### src/rtl/dbs_pkg.sv
package dbs_pkg;

    localparam int LANES = 4;

    typedef enum logic [1:0] {
        ACK_WAIT = 2'b00,
        ACK_P8   = 2'b01,
        ACK_P16  = 2'b10,
        ACK_P32  = 2'b11
    } ack_e;

    typedef enum logic [1:0] {
        ST_IDLE = 2'b00,
        ST_BUSY = 2'b01,
        ST_FIN  = 2'b10
    } seq_state_e;

    typedef struct packed {
        logic [2:0] nbytes;
        logic [1:0] lane_base;
    } beat_t;

    function automatic logic [2:0] siz_to_count(logic [1:0] s);
        return (s == 2'b00) ? 3'd4 : {1'b0, s};
    endfunction

    function automatic logic [1:0] count_to_siz(logic [2:0] c);
        return (c == 3'd4) ? 2'b00 : c[1:0];
    endfunction

endpackage

### src/rtl/dbs_beat_calc.sv
module dbs_beat_calc
    import dbs_pkg::*;
(
    input  logic [1:0] ack,
    input  logic [1:0] off,
    input  logic [2:0] rem,
    output beat_t      beat
);
    logic [2:0] room;

    always_comb begin
        room           = 3'd0;
        beat.lane_base = 2'd0;
        unique case (ack)
            ACK_P32: begin
                room           = 3'd4 - {1'b0, off};
                beat.lane_base = off;
            end
            ACK_P16: begin
                room           = 3'd2 - {2'b00, off[0]};
                beat.lane_base = {1'b0, off[0]};
            end
            ACK_P8: begin
                room           = 3'd1;
                beat.lane_base = 2'd0;
            end
            default: begin
                room           = 3'd0;
                beat.lane_base = 2'd0;
            end
        endcase
        beat.nbytes = (rem < room) ? rem : room;
    end
endmodule

### src/rtl/dbs_wr_router.sv
module dbs_wr_router
    import dbs_pkg::*;
#(
    parameter int BYTE_W = 8
) (
    input  logic                    en,
    input  logic [BYTE_W-1:0]       op [LANES],
    input  logic [1:0]              idx,
    input  logic [1:0]              off,
    input  logic [2:0]              rem,
    output logic [LANES*BYTE_W-1:0] wdata
);
    logic [BYTE_W-1:0] lane_v [LANES];

    for (genvar L = 0; L < LANES; L++) begin : g_lane
        localparam logic [2:0] LPOS = 3'(L);
        logic [2:0] d32;
        logic [2:0] d16;
        logic       hit32;
        logic       hit16;

        always_comb begin
            d32   = LPOS - {1'b0, off};
            d16   = LPOS - {2'b00, off[0]};
            hit32 = (LPOS >= {1'b0, off}) && (d32 < rem);
            hit16 = (L < 2) && (LPOS >= {2'b00, off[0]}) && (d16 < rem);
            if (!en)
                lane_v[L] = '0;
            else if (hit32)
                lane_v[L] = op[idx + d32[1:0]];
            else if (hit16)
                lane_v[L] = op[idx + d16[1:0]];
            else if (L == 0)
                lane_v[L] = op[idx];
            else
                lane_v[L] = '0;
        end

        assign wdata[BYTE_W*(LANES-1-L) +: BYTE_W] = lane_v[L];
    end
endmodule

### src/rtl/dbs_rd_gather.sv
module dbs_rd_gather
    import dbs_pkg::*;
#(
    parameter int BYTE_W = 8
) (
    input  logic                    clk,
    input  logic                    rst,
    input  logic                    clear,
    input  logic                    capture,
    input  beat_t                   beat,
    input  logic [1:0]              idx,
    input  logic [LANES*BYTE_W-1:0] rdata,
    output logic [BYTE_W-1:0]       op [LANES]
);
    for (genvar J = 0; J < LANES; J++) begin : g_slot
        localparam logic [1:0] JPOS = 2'(J);
        logic [1:0] k;
        logic [1:0] lane;
        logic       take;

        always_comb begin
            k    = JPOS - idx;
            lane = beat.lane_base + k;
            take = capture && (JPOS >= idx) && ({1'b0, k} < beat.nbytes);
        end

        always_ff @(posedge clk) begin
            if (rst || clear)
                op[J] <= '0;
            else if (take)
                op[J] <= rdata[BYTE_W*(LANES-1-int'(lane)) +: BYTE_W];
        end
    end
endmodule

### src/rtl/dbs_sequencer.sv
module dbs_sequencer
    import dbs_pkg::*;
#(
    parameter int ADDR_W = 32,
    parameter int BYTE_W = 8
) (
    input  logic                    clk,
    input  logic                    rst,
    input  logic                    req_valid,
    output logic                    req_ready,
    input  logic                    req_write,
    input  logic [1:0]              req_size,
    input  logic [ADDR_W-1:0]       req_addr,
    input  logic [LANES*BYTE_W-1:0] req_wdata,
    output logic                    bus_cyc,
    output logic [ADDR_W-1:0]       bus_addr,
    output logic [1:0]              bus_siz,
    output logic                    bus_rw,
    output logic [LANES*BYTE_W-1:0] bus_wdata,
    input  logic [1:0]              bus_ack,
    input  logic [LANES*BYTE_W-1:0] bus_rdata,
    output logic                    done,
    output logic [LANES*BYTE_W-1:0] rd_data
);
    localparam int DATA_W = LANES * BYTE_W;

    seq_state_e        st_q;
    logic [ADDR_W-1:0] addr_q;
    logic [2:0]        rem_q;
    logic [2:0]        size_q;
    logic [1:0]        idx_q;
    logic              wr_q;
    logic [BYTE_W-1:0] opw_q   [LANES];
    logic [BYTE_W-1:0] op_rd   [LANES];
    logic [BYTE_W-1:0] req_byte[LANES];
    logic [2:0]        req_cnt;
    beat_t             beat;
    logic              accept;
    logic              ack_any;
    logic              last;

    assign req_cnt = siz_to_count(req_size);
    assign accept  = (st_q == ST_IDLE) && req_valid;
    assign ack_any = bus_cyc && (bus_ack != ACK_WAIT);
    assign last    = (beat.nbytes == rem_q);

    always_comb begin
        for (int j = 0; j < LANES; j++) begin
            req_byte[j] = '0;
            if (j < int'(req_cnt))
                req_byte[j] = req_wdata[BYTE_W*(int'(req_cnt)-1-j) +: BYTE_W];
        end
    end

    dbs_beat_calc u_calc (
        .ack  (bus_ack),
        .off  (addr_q[1:0]),
        .rem  (rem_q),
        .beat (beat)
    );

    always_ff @(posedge clk) begin
        if (rst) begin
            st_q   <= ST_IDLE;
            addr_q <= '0;
            rem_q  <= '0;
            size_q <= '0;
            idx_q  <= '0;
            wr_q   <= 1'b0;
            for (int j = 0; j < LANES; j++) opw_q[j] <= '0;
        end else begin
            unique case (st_q)
                ST_IDLE: if (req_valid) begin
                    st_q   <= ST_BUSY;
                    addr_q <= req_addr;
                    rem_q  <= req_cnt;
                    size_q <= req_cnt;
                    idx_q  <= 2'd0;
                    wr_q   <= req_write;
                    for (int j = 0; j < LANES; j++) opw_q[j] <= req_byte[j];
                end
                ST_BUSY: if (ack_any) begin
                    addr_q <= addr_q + ADDR_W'(beat.nbytes);
                    rem_q  <= rem_q - beat.nbytes;
                    idx_q  <= idx_q + beat.nbytes[1:0];
                    if (last) st_q <= ST_FIN;
                end
                ST_FIN:  st_q <= ST_IDLE;
                default: st_q <= ST_IDLE;
            endcase
        end
    end

    dbs_wr_router #(.BYTE_W(BYTE_W)) u_router (
        .en    (bus_cyc && wr_q),
        .op    (opw_q),
        .idx   (idx_q),
        .off   (addr_q[1:0]),
        .rem   (rem_q),
        .wdata (bus_wdata)
    );

    dbs_rd_gather #(.BYTE_W(BYTE_W)) u_gather (
        .clk     (clk),
        .rst     (rst),
        .clear   (accept),
        .capture (ack_any && !wr_q),
        .beat    (beat),
        .idx     (idx_q),
        .rdata   (bus_rdata),
        .op      (op_rd)
    );

    always_comb begin
        rd_data = '0;
        for (int j = 0; j < LANES; j++) begin
            if (j < int'(size_q))
                rd_data[BYTE_W*(int'(size_q)-1-j) +: BYTE_W] = op_rd[j];
        end
    end

    assign req_ready = (st_q == ST_IDLE);
    assign bus_cyc   = (st_q == ST_BUSY);
    assign done      = (st_q == ST_FIN);
    assign bus_addr  = addr_q;
    assign bus_siz   = count_to_siz(rem_q);
    assign bus_rw    = !wr_q;

    AST_IDLE_QUIET: assert property (@(posedge clk) disable iff (rst)
        req_ready |-> !bus_cyc && !done);
    AST_WAIT_HOLD: assert property (@(posedge clk) disable iff (rst)
        bus_cyc && bus_ack == 2'b00 |=> bus_cyc && $stable(bus_addr) && $stable(bus_siz));
    AST_STEP_BOUND: assert property (@(posedge clk) disable iff (rst)
        ack_any |-> beat.nbytes != 3'd0 && beat.nbytes <= rem_q);
    AST_PROGRESS: assert property (@(posedge clk) disable iff (rst)
        ack_any |=> done || (bus_addr != $past(bus_addr)));
    AST_DONE_PULSE: assert property (@(posedge clk) disable iff (rst)
        done |=> !done && req_ready);
    AST_FIRST_LANE: assert property (@(posedge clk) disable iff (rst)
        bus_cyc && !bus_rw |-> bus_wdata[DATA_W-1 -: BYTE_W] == opw_q[idx_q]);
endmodule

### config.mk
export PLATFORM = sky130hd
export DESIGN_NAME = dbs_sequencer
export DESIGN_NICKNAME = d
export VERILOG_FILES = /design/src/rtl/dbs_pkg.sv /design/src/rtl/dbs_beat_calc.sv /design/src/rtl/dbs_wr_router.sv /design/src/rtl/dbs_rd_gather.sv /design/src/rtl/dbs_sequencer.sv
export SDC_FILE = /design/constraint.sdc
export NUM_CORES = 1
export LEC_CHECK = 0
export ABC_AREA = 1
export BUFFER_PORTS_ARGS = -buffer_cell sky130_fd_sc_hd__clkbuf_2
export CAP_MARGIN = 25
export CORE_MARGIN = 5
export CORE_UTILIZATION = 58
export CTS_CLUSTER_DIAMETER = 80
export DETAILED_ROUTE_END_ITERATION = 10
export PLACE_DENSITY = 0.93
export SYNTH_ARGS = -nofsm -noshare
export SYNTH_HDL_FRONTEND = slang
export SYNTH_SLANG_ARGS = --single-unit
### constraint.sdc
create_clock -name clk -period 6.1 [get_ports clk]
set_input_delay 1.22 -clock clk [delete_from_list [all_inputs] [get_ports clk]]
set_output_delay 1.22 -clock clk [all_outputs]
set_load 0.02 [all_outputs]
==> results of run 1 <==
-- layout make-up --
cell class                 instances  area, um^2
clock buffer                       9         225
clock inverter                     7        63.8
fill                            1808        6780
inverter                         226         852
multi-input combinational       1493        7790
sequential                       107        2140
tap                              265         332
timing repair buffer             213        1090
-- routing by layer --
layer,vias to the layer above,global-route usage
met5,-,0
li1,6633,-
met3,116,0.0507
met4,0,0.133
met2,706,0.526
met1,6033,0.419
-- stage by stage --
stage,setup slack [ps],utilization,instances,hold WS [ps]
after floorplan,1150,-,1917,466
after global placement,1130,0.633,2304,482
after detailed placement,1010,0.633,2304,490
after CTS,608,0.648,2320,501
after global routing,119,0.648,2320,526
final,573,0.648,2320,501
-- synthesized netlist by cell type, drive strengths merged (29+ instances only) --
cell	instances
clkbuf	38
buf	53
nor3	29
a211oi	29
nand3	138
nand4	51
inv	221
dfxtp	107
ha	61
nand2	555
a31oi	29
a21oi	125
o21ai	199
nor2	187
-- worst paths after layout --
path / start / to / slack (ps)
min: bus_addr[31] / bus_addr[31] / 500
max: size_q[1] / rd_data[23] / 570
max reg2reg: bus_addr[0] / bus_addr[16] / 1350
min reg2reg: bus_addr[31] / bus_addr[31] / 500
-- cell families after synthesis --
kind of cell,share of synthesized area
adders and majority gates,0.0713
DFF,0.190
and+or+nand+nor,0.391
AOI/OAI and AO/OA,0.219
buffers and inverters,0.119
xor gates and xnor gates,0.0100
-- cell usage in the layout, fill, tap and decap left out, types with 2 or more instances in the layout --
cell type,Yosys,layout
a211oi_1,28,28
a21boi_1,2,2
a21oi_1,123,123
a21oi_4,2,2
a31oi_1,29,29
buf_4,15,8
clkbuf_16,0,9
clkbuf_2,0,205
clkinv_1,4,4
clkinv_2,1,3
clkinv_4,0,2
dfxtp_1,107,107
fa_1,2,2
ha_1,61,61
inv_1,202,202
inv_2,18,18
nand2_1,541,541
nand2_2,10,10
nand2_4,4,4
nand3_1,136,136
nand3_2,2,2
nand3b_1,8,8
nand4_1,50,50
nor2_1,163,163
nor2_2,11,11
nor2_4,12,12
nor3_1,16,16
nor3_2,5,5
nor3_4,8,8
nor4_1,2,2
o2111ai_1,2,2
o211ai_1,24,24
o21ai_0,188,188
o21ai_1,10,10
o21bai_1,2,2
o22ai_1,25,25
or2_2,8,8
xnor2_1,2,2
xor2_1,4,4
-- worst min-delay path, cell delays in order, from the launching register on --
cell	delay (ps)
dfxtp_1	330
nand2_1	70
a21oi_1	60
-- state kept, by name (all words and copies together), names as in the netlist --
| signal | flops |
|---|---|
| bus_addr | 32 |
| opw_q | 32 |
| u_gather.op | 32 |
| rem_q | 3 |
| size_q | 3 |
| idx_q | 2 |
| st_q | 2 |
| wr_q | 1 |
-- power breakdown --
part | internal, mW | switching [mW]
clock | 0.285 | 0.291
combinational | 0.860 | 2.06
sequential | 0.841 | 0.228
total | 1.99 | 2.58
==> results.json, run 1 <==
{
  "cpPeakStageDelay_ps": 650,
  "leakagePower_nw": 5.69,
  "power_mw": 4.56,
  "worst_pin_slew_ps": 1090,
  "antenna_left": 0,
  "gp_congestion": 1.01,
  "synth.net_count": 2084,
  "cp_num_cells": 17,
  "rsz0062_at_grt": "no",
  "routed-wl-met2_um": 17100,
  "path_cells": "inv_1 -> ha_1 -> ha_1 -> ha_1 -> nand2_1 -> nand2_1 -> nand2_1 -> inv_1 -> nand3_1 -> ha_1 -> nor4_1 -> nand2_1 -> nor2_2 -> a21oi_1 -> nand2_1 -> nand2_1 -> clkbuf_2",
  "crit_required_ps": 4880,
  "grt_max_degree": 65,
  "synth-seq-cells": 107,
  "drv_slew": 0,
  "vias_per_cell": 5.81,
  "power_density_nw_per_um2": 365,
  "ys.flop_type": "dfxtp_1",
  "synthDominantCellAreaShare": 0.190,
  "wl_met1_um": 15100,
  "drt_wl_total_um": 36800,
  "netlist_top_cells_area": "dfxtp_1 19%, nand2_1 18%, o21ai_0 8.4%",
  "place_area_um2": 12200,
  "hold_buffers": 0,
  "reg2reg_depth": 22,
  "end_kind": "output port",
  "fmax_mhz": 181,
  "start_util": 0.585,
  "crit_top_cell": "nand2_1",
  "min_period_ps": 5530,
  "yosysSeqAreaShare": 0.190,
  "drive_gt1_frac": 0.155,
  "crit_family": "adder cells",
  "die-height_um": 149,
  "dp_hpwl_um": 28000,
  "async_reset_ff_frac": 0,
  "netlist_area_um2": 11300,
  "finClkSkew_ps": 6.35,
  "top_layer": "met4",
  "status": "finished, final reports clean",
  "cts.path.max_buffers": 2,
  "dr.pass1.iters": 6,
  "grt_overflow_total": 0,
  "num_vias": 13500,
  "die_w_um": 149,
  "drc": 0,
  "hp-class": "register to register",
  "cts_resized": 0,
  "syn2layout_area_growth_pct": 10.9,
  "slew_headroom": 0.270,
  "worstPathArrival_ps": 4310,
  "postSynthCellCount": 1917,
  "slowest_stage": "ha_1",
  "io_buffer_count": 205,
  "rows": 51,
  "grt_pass1_vias": 12200,
  "antenna_found_initial": 0,
  "maxCapViolations": 0,
  "antenna_cells": 0,
  "cts_max_level": 3,
  "die-area_um2": 22300,
  "path_max_fanout": 17,
  "period_share": 0.906,
  "clock_sinks": 107,
  "cts_tree": "yes",
  "crit_buf_inv": 3,
  "hold_violations": 0,
  "final_nets": 2217,
  "final_cell_area_um2": 12500,
  "synth_top_cell_by_area": "dfxtp_1",
  "grt_first_pass_wirelength_um": 59300,
  "yosysWarnings": 1,
  "io_pins": 206,
  "core_um2": 19300,
  "wl_per_cell_um": 15.9,
  "drt_iter0_drc": 1415,
  "cts_buffers": 9,
  "postCtsSetupBuffers": 0,
  "peakVddDrop_mv": 0.251,
  "synth.distinct_cells": 54,
  "setup_viol": 0,
  "clk_pin_slew_ps": 70,
  "cts-root-buf": "clkbuf_16",
  "min_path_cells": 2,
  "synth_edf_count": 0,
  "wl_met3_um": 3250,
  "grt_usage": 0.320,
  "synth.avg_cell_area_um2": 5.88,
  "path_class": "register to output port",
  "clk_latency_ps": 360,
  "fin_tns_setup_ps": 0,
  "critPathLaunchType": "register"
}
No activity file was read; power rests on OpenSTA's default activity.
==> run 2: changes to the inputs <==
--- a/config.mk
+++ b/config.mk
@@ -5,14 +5,13 @@
 export SDC_FILE = /design/constraint.sdc
 export NUM_CORES = 1
 export LEC_CHECK = 0
-export ABC_AREA = 1
 export BUFFER_PORTS_ARGS = -buffer_cell sky130_fd_sc_hd__clkbuf_2
 export CAP_MARGIN = 25
 export CORE_MARGIN = 5
-export CORE_UTILIZATION = 58
+export CORE_UTILIZATION = 57
 export CTS_CLUSTER_DIAMETER = 80
 export DETAILED_ROUTE_END_ITERATION = 10
-export PLACE_DENSITY = 0.93
+export PLACE_DENSITY = 0.81
 export SYNTH_ARGS = -nofsm -noshare
 export SYNTH_HDL_FRONTEND = slang
 export SYNTH_SLANG_ARGS = --single-unit
==> results.json, run 2 <==
{
  "routed-wl-met2_um": 14700,
  "drive_gt1_frac": 0.260,
  "num_vias": 10400,
  "crit_family": "adder cells",
  "worstPathArrival_ps": 4600,
  "crit_required_ps": 4880,
  "synth.distinct_cells": 69,
  "synth_edf_count": 0,
  "syn2layout_area_growth_pct": 17.1,
  "ys.flop_type": "dfxtp_1",
  "reg2reg_depth": 19,
  "synth_most_common_cell": "nand2_1",
  "cts_tree": "yes",
  "grt_pass1_vias": 9840,
  "slowest_stage": "a2111o_1",
  "fmax_mhz": 172,
  "grt_overflow_total": 0,
  "top_layer": "met4",
  "synth.net_count": 1345,
  "path_cells": "inv_1 -> ha_2 -> ha_1 -> buf_4 -> ha_1 -> or3_1 -> a2111o_1 -> ha_1 -> nor2_1 -> nand4_1 -> nor4_2 -> buf_4 -> or2_2 -> a221oi_1 -> a221oi_1 -> clkbuf_2",
  "end_kind": "output port",
  "start_util": 0.577,
  "postSynthCellCount": 1178,
  "setup_viol": 0,
  "layout_commonest_cell": "clkbuf_2",
  "maxCapViolations": 0,
  "slew_headroom": 0.297,
  "critPathLaunchType": "register",
  "antenna_found_initial": 0,
  "grt_first_pass_wirelength_um": 49800,
  "final_nets": 1519,
  "fin_hold_ws_ps": 505,
  "io_buffer_count": 205,
  "wl_per_cell_um": 19.3,
  "cp_num_cells": 16,
  "rows": 48,
  "antenna_cells": 0,
  "min_period_ps": 5820,
  "drt_wl_total_um": 30600,
  "synth-seq-cells": 107,
  "dp_hpwl_um": 22600,
  "yosysSeqAreaShare": 0.216,
  "cts.path.max_buffers": 2,
  "gp_congestion": 0.958,
  "cts-root-buf": "clkbuf_16",
  "period_share": 0.954,
  "async_reset_ff_frac": 0,
  "hp-class": "register to register",
  "fin_tns_setup_ps": 0,
  "layout_common_cells": "205 x clkbuf_2, 148 x nand2_1, 118 x nor2_1",
  "yosysWarnings": 1,
  "cts_buffers": 9,
  "grt_usage": 0.297,
  "cp-endpoint": "rd_data[18]",
  "synth_top_cell_by_area": "dfxtp_1",
  "drt_iter0_drc": 1060,
  "die-area_um2": 20100,
  "yosys-top-cells-count": "148 x nand2_1, 120 x nor2_1, 107 x dfxtp_1",
  "timing.rr.end": "bus_addr[20]",
  "rr_startpoint": "bus_addr[1]",
  "hold_buffers": 0,
  "worst_pin_slew_ps": 1050,
  "crit_buf_inv": 4,
  "die-height_um": 142,
  "netlist_top_cells_area": "dfxtp_1 22%, mux4_2 15%, ha_1 7.7%",
  "power_mw": 3.42,
  "clk_latency_ps": 360,
  "hold_violations": 0,
  "synthDominantCellAreaShare": 0.216,
  "path_class": "register to output port",
  "core_um2": 17200,
  "io_pins": 206,
  "cpPeakStageDelay_ps": 420,
  "cts_max_level": 3,
  "status": "finished, final reports clean",
  "critPathLaunch": "size_q[0]",
  "peakVddDrop_mv": 0.282,
  "leakagePower_nw": 4.85,
  "synth.avg_cell_area_um2": 8.41,
  "antenna_left": 0,
  "path_max_fanout": 15,
  "grt_max_degree": 65,
  "vias_per_cell": 6.58,
  "r2r_setup_slack_ps": 690,
  "dr.pass1.iters": 6,
  "power_density_nw_per_um2": 295,
  "crit_top_cell": "ha_1",
  "netlist_area_um2": 9900,
  "wl_met3_um": 2920,
  "drc": 0,
  "clk_pin_slew_ps": 80,
  "die_w_um": 142,
  "wl_met1_um": 12400,
  "drv_slew": 0,
  "finClkSkew_ps": 7.13,
  "clock_sinks": 107
}
[run 2: through the flow]
| step | cells | cell area [um^2] | utilization | worst slack [ps] |
|---|---|---|---|---|
| final | 1582 | 11600 | 0.675 | 283 |
| after global routing | 1582 | 11600 | 0.675 | -19.4 |
| after CTS | 1577 | 11500 | 0.670 | 81.8 |
| after detailed placement | 1561 | 11200 | 0.652 | 281 |
| after global placement | 1557 | 11100 | 0.649 | 522 |
| after floorplan | 1178 | 9900 | - | 457 |
[run 2: worst min-delay path by stage]
stage                       startpoint            to  cells after the start
final                     bus_addr[13]  bus_addr[13]                      2
after global routing      bus_addr[13]  bus_addr[13]                      2
after CTS                 bus_addr[13]  bus_addr[13]                      2
after detailed placement  bus_addr[13]  bus_addr[13]                      2
after global placement    bus_addr[13]  bus_addr[13]                      2
after floorplan                   wr_q          wr_q                      2
[run 2: timing repair]
item,in CTS,in global routing
pin swaps,0,1
buffers inserted,0,2
endpoints found under the setup margin,5,22
resized for setup,2,3
[run 2: cells by family (layout without fill, tap and decap cells)]
group / count (synthesis) / after routing / share of synthesized area
XOR/XNOR: 18 / 18 / 0.0159
AND/OR/NAND/NOR: 440 / 440 / 0.213
multiplexers: 128 / 128 / 0.213
buffers and inverters: 108 / 287 / 0.0417
flip-flops: 107 / 107 / 0.216
adder cells (fa/ha/maj): 63 / 63 / 0.0811
AO/OA/AOI/OAI: 314 / 314 / 0.219
[run 2: worst min-delay path, delay by kind of cell (launching register included)]
family                 cells  cell delay, ps
DFF                        1             350
buffers and inverters      1              60
AOI/OAI and AO/OA          1              50
[run 2: where the power goes]
group          switching (mW)  internal, mW  total (mW)
combinational            1.09         0.767        1.86
sequential              0.144         0.788       0.931
clock                   0.305         0.327       0.632
total                    1.54          1.88        3.42
[run 2: metal layers]
layer	up-vias	track usage
met5	-	0
met4	0	0.0889
met3	71	0.0499
met2	595	0.488
met1	4909	0.403
li1	4836	-
[run 2: cell type report]
class / instances / area [um^2]
Sequential cell: 107 / 2140
Fill cell: 1436 / 5580
Inverter: 33 / 124
Tap cell: 225 / 282
Clock buffer: 9 / 225
Multi-Input combinational cell: 963 / 7420
Timing Repair Buffer: 238 / 1320
Clock inverter: 7 / 87.6
